<file path="config.mk">
export PLATFORM = sky130hd
export DESIGN_NAME = tr_fault_locator
export DESIGN_NICKNAME = d
export VERILOG_FILES = /design/src/rtl/tr_pkg.sv /design/src/rtl/tr_fault_locator.sv
export SDC_FILE = /design/constraint.sdc
export NUM_CORES = 1
export LEC_CHECK = 0
export BUFFER_PORTS_ARGS = -buffer_cell sky130_fd_sc_hd__clkbuf_2
export CAP_MARGIN = 10
export CORE_AREA = 2 2 39 41
export CTS_CLUSTER_DIAMETER = 60
export DETAILED_ROUTE_END_ITERATION = 6
export DIE_AREA = 0 0 41 43
export PLACE_DENSITY_LB_ADDON = 0.3
export SLEW_MARGIN = 20
export SYNTH_ARGS = -nofsm -noshare
export SYNTH_HDL_FRONTEND = slang
export SYNTH_SLANG_ARGS = --single-unit
</file>
<file path="constraint.sdc">
create_clock -name clk -period 2.1 [get_ports clk]
set_input_delay 0.42 -clock clk [delete_from_list [all_inputs] [get_ports clk]]
set_output_delay 0.42 -clock clk [all_outputs]
set_load 0.02 [all_outputs]
</file>
<file path="src/rtl/tr_pkg.sv">
package tr_pkg;
    localparam int NPAIR = 2;
    localparam int NRAIL = 2 * NPAIR;

    typedef struct packed {
        logic x;
        logic y;
    } rail_pair_t;

    typedef enum logic [1:0] {
        ST_CLEAN = 2'd0,
        ST_ONE   = 2'd1,
        ST_TWO   = 2'd2
    } heal_state_e;

    localparam rail_pair_t PAIR_RESET = '{x: 1'b0, y: 1'b1};
endpackage

</file>
<file path="src/rtl/tr_fault_locator.sv">
module tr_fault_locator
    import tr_pkg::*;
(
    input  logic                   clk,
    input  logic                   rst,
    input  rail_pair_t [NPAIR-1:0] eff_i,
    input  rail_pair_t [NPAIR-1:0] fixed_i,
    output logic       [NRAIL-1:0] newm_o,
    output logic       [NPAIR-1:0] bad_o
);
    rail_pair_t [NPAIR-1:0] prev_q;

    // the rail that did not follow the data is the stuck one
    always_comb begin
        for (int p = 0; p < NPAIR; p++) begin
            bad_o[p]        = (eff_i[p].x == eff_i[p].y);
            newm_o[2*p]     = bad_o[p] & (eff_i[p].x == prev_q[p].x);
            newm_o[2*p+1]   = bad_o[p] & (eff_i[p].y == prev_q[p].y);
        end
    end

    always_ff @(posedge clk) begin
        if (rst) begin
            for (int p = 0; p < NPAIR; p++) prev_q[p] <= PAIR_RESET;
        end else begin
            prev_q <= fixed_i;
        end
    end

    for (genvar p = 0; p < NPAIR; p++) begin : g_chk
        p_one_culprit_r4: assert property (@(posedge clk) disable iff (rst)
            bad_o[p] |-> $onehot(newm_o[2*p+1 -: 2]));
        p_history_valid_r4: assert property (@(posedge clk) disable iff (rst)
            prev_q[p].x != prev_q[p].y);
    end
endmodule

</file>
=== Word-level counts from Yosys, hierarchy flattened ===
Index checks and enable logic that the tools add are counted.

* Flip-flop bits (word level): 4
* Logic and storage cells: 14

* Equality and inequality tests: 6
* Bitwise gates (word level): 4

{| class="wikitable"
|+ Operator list
! cell !! number
|-
| $eq 1x1->1 || 6
|-
| $and 1x1->1 || 4
|}

=== Depth between registers and ports, before layout ===
* Depth after elaboration: 2
* Mapped depth: 2

=== Least setup slack after synthesis ===
OpenSTA, ideal clock, no wires.

* Path kind: input-to-output
* Start: in eff_i[1] (netlist bit)
* End: out newm_o[0]
* Arrival: 1.123 ns
* Data required time: 1.680 ns
* Setup slack: 0.557 ns
* Cell stages on the path: 2
* Path through: or2_1 o21ai_0

* Word-level cells in the longest chain between the ends: 2
* Elaborated cells between the ends (all ways): 3
* Those cells by class: eq/ne (2); bitwise (1)

{| class="wikitable"
|+ Ends and longest elaborated chain
! item !! line !! text
|-
| start: declaration || tr_fault_locator.sv:6 || <nowiki>input rail_pair_t [NPAIR-1:0] eff_i,</nowiki>
|-
| $eq 1x1->1 (on tied branches) || tr_fault_locator.sv:16, tr_fault_locator.sv:17 ||
|-
| $and 1x1->1 * || tr_fault_locator.sv:17 || <nowiki>newm_o[2*p] = bad_o[p] & (eff_i[p].x == prev_q[p].x);</nowiki>
|-
| end: declaration || tr_fault_locator.sv:8 || <nowiki>output logic [NRAIL-1:0] newm_o,</nowiki>
|}

Every way passes the cells marked *; elsewhere a longest branch is shown, timed or not.

=== Worst setup path in the final report ===
* Start: reg prev_q[2] (netlist bit)
* End: out newm_o[3]

* Word-level cells in the longest chain between the ends: 2

{| class="wikitable"
|+ Ends and longest elaborated chain
! item !! line !! text
|-
| start: declaration || tr_fault_locator.sv:11 || <nowiki>rail_pair_t [NPAIR-1:0] prev_q;</nowiki>
|-
| start signal: assignment || tr_fault_locator.sv:26 || <nowiki>prev_q <= fixed_i;</nowiki>
|-
| $eq 1x1->1 || tr_fault_locator.sv:18 || <nowiki>newm_o[2*p+1] = bad_o[p] & (eff_i[p].y == prev_q[p].y);</nowiki>
|-
| $and 1x1->1 || tr_fault_locator.sv:18 ||
|}

No other way between the ends.

==> impl_metrics.toml <==
[die]
core_um2 = 1380
ios = 16
die_w_um = 41
die_h_um = 43
initial_core_util_pct = 12.9
dieArea_um2 = 1760
row_count = 14

[setup_path]
worstPathCellList = "or3_1 -> nand2_1 -> clkbuf_2"
startpoint_type = "flip-flop"
cp_top_family = "simple AND/OR/NAND/NOR gates"
crit_required_ns = 1.68
cp.depth = 3
path_buf_inv = 1
crit_slowest_cell = "or3_1"
slowest_delay_ns = 0.36
path_max_fanout = 2
crit_type = "reg2out"
endpoint_kind = "output pin"
crit_arrival_ns = 1.12

[worst_hold_path]
hold_start = "fixed_i[0]"
hp-class = "in2reg"
hold_path_depth = 2
hold_end = "prev_q[0]$_SDFF_PP1_"

[cells_and_area]
largestRegisters = "prev_q x4"
fillers = 148
max_flop_register = "prev_q"
final_nets = 51
largest_register_ffs = 4
diodes = 0
fin_cells = 55
drive_gt1_share_pct = 51.3
multiInputGateArea_um2 = 98.8
seq_area_um2 = 80.1
areaGrowthSynthToFinish_pct = 65.7
finalInstanceArea_um2 = 297

[global_routing]
track_usage_pct = 5.22
grt_max_degree = 6
grt_pass1_vias = 158
antenna_found_initial = 0
grt_first_pass_wirelength_um = 552
grt_overflow_total = 0

[sta]
setup_viol = 0
setup_tns_ns = 0
worstMarginPinSlew_ns = 0.131
slew_headroom_pct = 91.2
hold_viol = 0
fin_crit_ns = 1.54
fmax_mhz = 647
timing.final.max_slew_violations = 0
rsz0062_at_grt = "false"
post-route-period-util_pct = 73.6
fin_ws_ns = 0.555

[synthesis]
syn_area_um2 = 179
syn-instance-count = 21
synth-xor-area-share_pct = 9.79
synth_mux_area_share_pct = 0
synth_fa_ha_area_share_pct = 0
netlist.area_leader.share_pct = 44.8
ys_types = 9
synth_area_leaders = "dfxtp_1 (45%), nand3_1 (11%), xnor2_1 (9.8%)"
ys_seq_area_share_pct = 44.8
yosysTopAreaCell = "dfxtp_1"
syn_area_per_cell_um2 = 8.52
synth_nets = 31
synth-simple-area-share_pct = 39.9
synth_compound_area_share_pct = 5.59
synth_top_family_by_area = "simple AND/OR/NAND/NOR gates"
yosysWarnings = 0
ys_seq_elements = 4

[placed_design]
gp_congestion = 0.575
numPortBuffers = 15
placed_area_um2 = 274
place_inst = 52
place_ws_ns = 0.556

[route]
drt-pass1-iter-count = 1
drt_iter0_drc = 0
ant_nets = 0
vias_per_cell = 3.62
via_count = 199
routed_wl_um = 400
wl_per_cell_um = 7.27
drc = 0

[clock_network]
numCtsBuffers = 3
postCtsSetupRepairBufs = 0
ctsHoldBuffers = 0
cts-root-buf = "clkbuf_4"
ctsHtreeMaxLevel = 1
clock_path_buffers = 2
clk_pin_slew_ns = 0.04
cts_num_sinks = 4
cts_resized = 0
tritoncts = "built"

[power_and_ir_drop]
peakVddDrop_v = 0.000226
p_leak_nw = 0.148
powerDensity_nw_per_um2 = 746
p_total_mw = 0.221

[outcome]
outcome = "complete, no violations"

[flow_run]
cap_violations = 0
-- power by group --
part / leakage [nW] / internal [mW] / switching (mW) / total (mW)
logic: 0.101 / 0.0196 / 0.0253 / 0.0449
clock network: 0.0138 / 0.0638 / 0.0299 / 0.0937
registers: 0.0334 / 0.0806 / 0.00202 / 0.0826
total: 0.148 / 0.164 / 0.0572 / 0.221
-- cell type report --
class | instances | area share (%)
repair buffers | 15 | 25.3
flip-flops and latches | 4 | 27.0
well taps | 16 | 6.75
multi-input cells | 17 | 33.3
clock buffers | 3 | 7.59
-- stage by stage --
step	hold slack, ns	util [%]
final	0.370	21.4
after detailed placement	0.610	19.8
after floorplan	0.492	-
after global routing	0.372	21.4
after CTS	0.362	21.4
after global placement	0.606	19.8
-- synthesized netlist by cell type, drive strengths merged --
library cell and instances:
dfxtp 4, nand2 2, nand3 4, nor2b 2, o21ai 2, or2 3, or3 2, xnor2 2
-- worst max path at each step --
stage / endpoint / start / slack (ns)
2_1_floorplan: newm_o[0] / eff_i[1] / 0.56
3_3_place_gp: newm_o[2] / eff_i[2] / 0.56
3_5_place_dp: newm_o[2] / eff_i[2] / 0.56
4_1_cts: newm_o[3] / prev_q[2]$_SDFF_PP1_ / 0.54
5_1_grt: newm_o[2] / eff_i[2] / 0.48
6_report: newm_o[3] / prev_q[2]$_SDFF_PP1_ / 0.56
-- placed cells by master (no fill, tap or decap) --
master	Yosys	routed
or2_1	1	1
dfxtp_1	4	4
or3_1	2	2
nor2b_1	2	2
clkbuf_2	0	15
clkbuf_4	0	3
o21ai_0	2	2
nand3_1	4	4
xnor2_1	2	2
nand2_1	2	2
or2_2	2	2
-- per-layer routing --
metal	track usage, %	vias to the layer above	share of wire, %
met4	8.00	0	3.5
met3	2.09	2	14
met2	6.25	13	42
met1	5.14	77	40
li1	-	107	-
met5	0	-	0
-- cells by family (layout without fill, tap and decap cells) --
logic type                after synthesis  in the layout
and+or+nand+nor                        13             13
DFF                                     4              4
AOI/OAI and AO/OA                       2              2
xor gates and xnor gates                2              2
buffers and inverters                   0             18
(Power assumes the default switching activity.)
